### src/rtl/ddr_burst_pkg.sv
package ddr_burst_pkg;
  typedef enum logic [1:0] {
    BLEN_2    = 2'd0,
    BLEN_4    = 2'd1,
    BLEN_8    = 2'd2,
    BLEN_PAGE = 2'd3
  } blen_e;
endpackage

### src/rtl/ddr_burst_legal.sv
module ddr_burst_legal
  import ddr_burst_pkg::*;
(
  input  blen_e blen,
  input  logic  itlv,
  input  logic  col_lsb,
  output logic  bad
);
  // full page: sequential order and even start only
  always_comb begin
    bad = (blen == BLEN_PAGE) && (itlv || col_lsb);
  end
endmodule

### src/rtl/ddr_burst_colgen.sv
module ddr_burst_colgen
  import ddr_burst_pkg::*;
#(
  parameter int COL_W = 8
) (
  input  logic [COL_W-1:0] base,
  input  logic [COL_W-1:0] beat,
  input  blen_e            blen,
  input  logic             itlv,
  output logic [COL_W-1:0] col
);
  logic [COL_W-1:0] wrap_mask;
  logic [COL_W-1:0] sum;

  always_comb begin
    case (blen)
      BLEN_2:  wrap_mask = COL_W'(1);
      BLEN_4:  wrap_mask = COL_W'(3);
      BLEN_8:  wrap_mask = COL_W'(7);
      default: wrap_mask = '1;
    endcase
    sum = base + beat;
  end

  // per bit: bits inside the wrap window move, the rest keep the start value
  for (genvar i = 0; i < COL_W; i++) begin : g_bit
    assign col[i] = wrap_mask[i] ? (itlv ? (base[i] ^ beat[i]) : sum[i]) : base[i];
  end
endmodule

### src/rtl/ddr_burst_seq.sv
module ddr_burst_seq
  import ddr_burst_pkg::*;
#(
  parameter int COL_W  = 8,
  parameter int RD_LAT = 3
) (
  input  logic             clk,
  input  logic             rst_n,
  input  logic             start,
  input  logic             bad,
  input  logic             is_read,
  input  logic [COL_W-1:0] col,
  input  logic             ap,
  input  blen_e            blen,
  input  logic             itlv,
  output logic             valid,
  output logic             last,
  output logic             err,
  output logic [COL_W-1:0] beat,
  output logic [COL_W-1:0] base,
  output blen_e            blen_q_o,
  output logic             itlv_o,
  output logic             ap_o
);
  logic             active_q, active_d;
  logic [COL_W-1:0] beat_q, beat_d;
  logic             err_q, err_d;
  logic [COL_W-1:0] base_q;
  blen_e            blen_q;
  logic             itlv_q, ap_q;
  logic [COL_W-1:0] last_idx;
  logic             accept, load, wait_done, at_end;

  assign accept = start && !err_q;
  assign load   = accept && !bad;
  assign err_d  = accept && bad;

  always_comb begin
    case (blen_q)
      BLEN_2:  last_idx = COL_W'(1);
      BLEN_4:  last_idx = COL_W'(3);
      BLEN_8:  last_idx = COL_W'(7);
      default: last_idx = '1;
    endcase
  end

  assign valid  = active_q && wait_done;
  assign at_end = (beat_q == last_idx);
  assign last   = valid && at_end;

  // next state
  always_comb begin
    active_d = active_q;
    beat_d   = beat_q;
    if (load) begin
      active_d = 1'b1;
      beat_d   = '0;
    end else if (valid) begin
      if (at_end) active_d = 1'b0;
      else        beat_d   = beat_q + COL_W'(1);
    end
  end

  // control registers
  always_ff @(posedge clk or negedge rst_n) begin
    if (!rst_n) begin
      active_q <= 1'b0;
      beat_q   <= '0;
      err_q    <= 1'b0;
    end else begin
      active_q <= active_d;
      beat_q   <= beat_d;
      err_q    <= err_d;
    end
  end

  // burst parameters, loaded under enable
  always_ff @(posedge clk) begin
    if (load) begin
      base_q <= col;
      blen_q <= blen;
      itlv_q <= itlv;
      ap_q   <= ap;
    end
  end

  if (RD_LAT > 0) begin : g_rdlat
    localparam int WAIT_W = $clog2(RD_LAT + 1);
    logic [WAIT_W-1:0] wait_q, wait_d;
    always_comb begin
      wait_d = wait_q;
      if (load)               wait_d = is_read ? WAIT_W'(RD_LAT) : '0;
      else if (wait_q != '0)  wait_d = wait_q - WAIT_W'(1);
    end
    always_ff @(posedge clk or negedge rst_n) begin
      if (!rst_n) wait_q <= '0;
      else        wait_q <= wait_d;
    end
    assign wait_done = (wait_q == '0);
  end else begin : g_nolat
    logic unused_rd;
    assign unused_rd = is_read;
    assign wait_done = 1'b1;
  end

  assign err      = err_q;
  assign beat     = beat_q;
  assign base     = base_q;
  assign blen_q_o = blen_q;
  assign itlv_o   = itlv_q;
  assign ap_o     = ap_q;
endmodule

### src/rtl/ddr_burst_agen.sv
module ddr_burst_agen
  import ddr_burst_pkg::*;
#(
  parameter int COL_W  = 8,
  parameter int RD_LAT = 3
) (
  input  logic             clk,
  input  logic             rst_n,
  input  logic             start_i,
  input  logic             is_read_i,
  input  logic [COL_W-1:0] start_col_i,
  input  logic             ap_i,
  input  logic [1:0]       blen_i,
  input  logic             itlv_i,
  output logic [COL_W-1:0] col_o,
  output logic             ap_o,
  output logic             beat_valid_o,
  output logic             last_o,
  output logic             err_o
);
  blen_e            blen_in, blen_q;
  logic             bad, valid, last, err, itlv_q, ap_q;
  logic [COL_W-1:0] beat, base, col;

  assign blen_in = blen_e'(blen_i);

  ddr_burst_legal u_legal (
    .blen    (blen_in),
    .itlv    (itlv_i),
    .col_lsb (start_col_i[0]),
    .bad     (bad)
  );

  ddr_burst_seq #(.COL_W(COL_W), .RD_LAT(RD_LAT)) u_seq (
    .clk      (clk),
    .rst_n    (rst_n),
    .start    (start_i),
    .bad      (bad),
    .is_read  (is_read_i),
    .col      (start_col_i),
    .ap       (ap_i),
    .blen     (blen_in),
    .itlv     (itlv_i),
    .valid    (valid),
    .last     (last),
    .err      (err),
    .beat     (beat),
    .base     (base),
    .blen_q_o (blen_q),
    .itlv_o   (itlv_q),
    .ap_o     (ap_q)
  );

  ddr_burst_colgen #(.COL_W(COL_W)) u_col (
    .base (base),
    .beat (beat),
    .blen (blen_q),
    .itlv (itlv_q),
    .col  (col)
  );

  assign col_o        = valid ? col : '0;
  assign ap_o         = valid && ap_q;
  assign beat_valid_o = valid;
  assign last_o       = last;
  assign err_o        = err;
endmodule

### config.mk
export PLATFORM = sky130hd
export DESIGN_NAME = ddr_burst_agen
export DESIGN_NICKNAME = d
export VERILOG_FILES = /design/src/rtl/ddr_burst_pkg.sv /design/src/rtl/ddr_burst_legal.sv /design/src/rtl/ddr_burst_colgen.sv /design/src/rtl/ddr_burst_seq.sv /design/src/rtl/ddr_burst_agen.sv
export SDC_FILE = /design/constraint.sdc
export NUM_CORES = 1
export LEC_CHECK = 0
export BUFFER_PORTS_ARGS = -buffer_cell sky130_fd_sc_hd__buf_4
export CAP_MARGIN = 20
export CORE_UTILIZATION = 59
export DETAILED_ROUTE_END_ITERATION = 10
export PLACE_DENSITY = 0.84
export SYNTH_ARGS = -nofsm -noshare
export SYNTH_HDL_FRONTEND = slang
export SYNTH_SLANG_ARGS = --single-unit
### constraint.sdc
create_clock -name clk -period 4.45 [get_ports clk]
set_clock_uncertainty 0.15 [all_clocks]
set_input_delay 0.6675 -clock clk [delete_from_list [all_inputs] [get_ports clk]]
set_output_delay 0.6675 -clock clk [all_outputs]
set_load 0.02 [all_outputs]
==> reports/metrics.csv <==
stage,metric,value,unit
outcome,violated checks,negative hold slack,
route,DRT Pass-1 Iters,4,
pwr,total leakage power,0.7604,nW
finish,n_diodes,0,
synthesis,Syn Nets,173,
finish,Syn-to-layout area delta,15.93,%
route,number of DRC markers in iteration 0,19,
synthesis,register bit total from synthesis,24,
floorplan,initial core utilization,0.6498,
synthesis,Yosys cell types,44,
route,via/cell ratio,6.267,
floorplan,Die X,52.30,um
synthesis,Synth async-reset ratio,0.5000,
global_routing,GRT overflow,0,
finish,nets@finish,201,
route,via count,1266,
clock_network,CTS resizes,0,
floorplan,FP Rows,17,
finish,layout cells sized above 1,0.2241,
finish,Final Cell Area,1730,um2
synthesis,Area contributors post-synth,"edfxtp_1 24%, dfrtp_1 20%, ha_1 7.5%",
setup_path,crit-path most repeated cell,mux2i_1,
setup_path,WS Path Type,reg2out,
timing,Fin. Hold Viols,1,
global_routing,total track usage,0.2600,
global_routing,largest net degree at the start of global routing,20,
synthesis,Ys Warns,0,
clock_network,worst-skew pair later-pin latency,330,ps
global_routing,initial antenna violation count,0,
floorplan,placeable core area,2297,um2
clock_network,H-tree levels,1,
finish,Filler Cells Inserted,170,
synthesis,Post-synth EDFFs,12,
floorplan,I/O pin total,28,
clock_network,CTS buffer count,3,
setup_path,max incr delay on CP,500,ps
setup_path,Crit path required time,3630,ps
setup_path,R2R Setup Slk,2030,ps
synthesis,synthesized area,1493,um2
floorplan,DIE AREA,2735,um2
setup_path,critical path's top delay family,compound AO/OA/AOI/OAI gates,
clock_network,cts hold-fix bufs,0,
global_routing,number of global-route vias before repair,1193,
route,Antenna Nets Post-Route,0,
route,final wirelength,3201,um
timing,relative slew slack,0.5663,
placement,DP HPWL,2336,um
setup_path,Buf/Inv on CP,1,
clock_network,Max Buffers Root-to-Sink,2,
clock_network,Clock transition at path regs,130,ps
clock_network,postcts setup bufs,0,
synthesis,Syn Area/Cell,10.15,um2
timing,Final setup viols,0,
floorplan,Die Ht,52.30,um
timing,Final period util,0.7550,
clock_network,TritonCTS clock tree,yes,
route,drt wl/cell,15.85,um
hold_path,Worst Hold Class,in2async,
timing,setup total negative slack,0,ps
placement,port bufs,27,
synthesis,Post-Synthesis Cells,147,
timing,Worst-Margin Slew,649.4,ps
flow_run,Max-Cap Viols,0,
timing,hold_ws,-1.457,ps
global_routing,first-pass GRT wire length,5195,um
clock_network,Clock Root Buffer,clkbuf_4,
setup_path,"critical path fanouts, max",9,
pwr,PD cells,379.8,nW/um2
setup_path,crit start category,flip-flop,
clock_network,clk sinks,24,
timing,setup repair after global routing missed its margin,false,
synthesis,dominant cell type by area after synthesis,edfxtp_1,
placement,GPL Wtd Cong,0.7677,
timing,post-route minimum period,3360,ps
setup_path,CP arrival,2540,ps
timing,Max Slew Vio Count,0,
route,DRC,0,
timing,fmax,297.7,MHz
synthesis,Yosys top cell area share,0.2414,
setup_path,cell chain of the critical path,ha_1 -> o211ai_1 -> o21a_1 -> a221oi_1 -> mux2i_1 -> mux2i_1 -> buf_4,
setup_path,CP max-delay cell,dfrtp_1,
synthesis,sequential fraction of the synthesis area,0.4426,
synthesis,predominant post-synthesis flop cell,edfxtp_1,
outcome,status,"finished, violations left",
placement,Placed Area,1704,um2
setup_path,Critical Path End Type,output pin,
pwr,Worst VDD drop,0.3271,mV
kinds of logic after synthesis:
group | count (synthesis) | synth area share
flip-flops | 24 | 0.4426
AO/OA/AOI/OAI | 47 | 0.2020
AND/OR/NAND/NOR | 48 | 0.1877
adder cells (fa/ha/maj) | 10 | 0.08885
multiplexers | 3 | 0.02012
buffers and inverters | 11 | 0.03521
XOR/XNOR | 4 | 0.02347
sequential cells by signal (all words and copies together) (netlist names):
name                  count
u_seq.ap_o                1
u_seq.itlv_o              1
u_seq.beat                8
u_seq.g_rdlat.wait_q      2
u_seq.base                8
u_seq.err                 1
u_seq.active_q            1
u_seq.blen_q_o            2
metrics by stage:
stage               setup slack (ps)  instances  hold slack, ps  utilization  power (W)
global placement                1550        198           287.8       0.7418  0.0005449
global route                   989.3        202           9.452       0.7533  0.0006983
floorplan                       1505        147           221.9            -  0.0004687
detailed placement              1513        198           311.6       0.7418  0.0005562
CTS                             1102        202           1.716       0.7533  0.0006563
finish                          1090        202          -1.457       0.7533  0.0006571
worst paths after layout:
check                                                         start                         to  cells past startpoint
worst max-delay path                      u_seq.beat[2]$_DFFE_PN0P_                   col_o[7]                      7
worst min-delay path                                          rst_n  u_seq.beat[4]$_DFFE_PN0P_                      1
worst max register to register  u_seq.g_rdlat.wait_q[0]$_DFFE_PN0P_  u_seq.beat[5]$_DFFE_PN0P_                      7
worst min register to register                  u_seq.err$_DFF_PN0_        u_seq.err$_DFF_PN0_                      1
max in group asynchronous                                     rst_n  u_seq.beat[5]$_DFFE_PN0P_                      1
min in group clk                                u_seq.err$_DFF_PN0_        u_seq.err$_DFF_PN0_                      1
synthesized netlist by cell type, drive strengths merged (4+ instances only):
master,n
a21oi,15
dfrtp,12
edfxtp,12
o21ai,10
ha,9
nand2,9
nor2,9
inv,6
o211ai,6
or3,5
and2,4
nand4,4
o31ai,4
or4,4
report_power, final:
part	switching, W	internal [W]
clock	0.0000686	0.0000330
sequential	0.0000284	0.000259
combinational	0.000158	0.000110
layout make-up:
| cell class | count | area, um2 | share of cell area |
|---|---|---|---|
| multi-input combinational | 112 | 779.5 | 0.4505 |
| sequential | 24 | 660.6 | 0.3818 |
| timing repair buffer | 27 | 202.7 | 0.1171 |
| tap | 28 | 35.03 | 0.02025 |
| inverter | 7 | 26.28 | 0.01518 |
| clock buffer | 3 | 22.52 | 0.01302 |
| clock inverter | 1 | 3.754 | 0.002169 |
per-layer routing:
metal	vias up	wire length, um	track usage
li1	613	-	-
met1	602	1481	0.3309
met2	42	1528	0.4451
met3	9	123	0.03478
met4	0	68	0.09649
met5	-	0	0
placed cells by master (no fill, tap or decap), types with 3 or more instances in the layout:
cell type	Yosys	routed
buf_4	1	27
a21oi_1	15	15
dfrtp_1	12	12
edfxtp_1	12	12
nand2_1	9	9
nor2_1	9	9
ha_1	9	9
inv_1	6	6
o211ai_1	6	6
o21ai_0	6	6
o31ai_1	4	4
o21ai_1	4	4
nand4_1	4	4
xnor2_1	3	3
mux2i_1	3	3
and3_1	3	3
or3_2	3	3
clkbuf_4	0	3
Note: power is estimated with default switching activity, not from simulation.
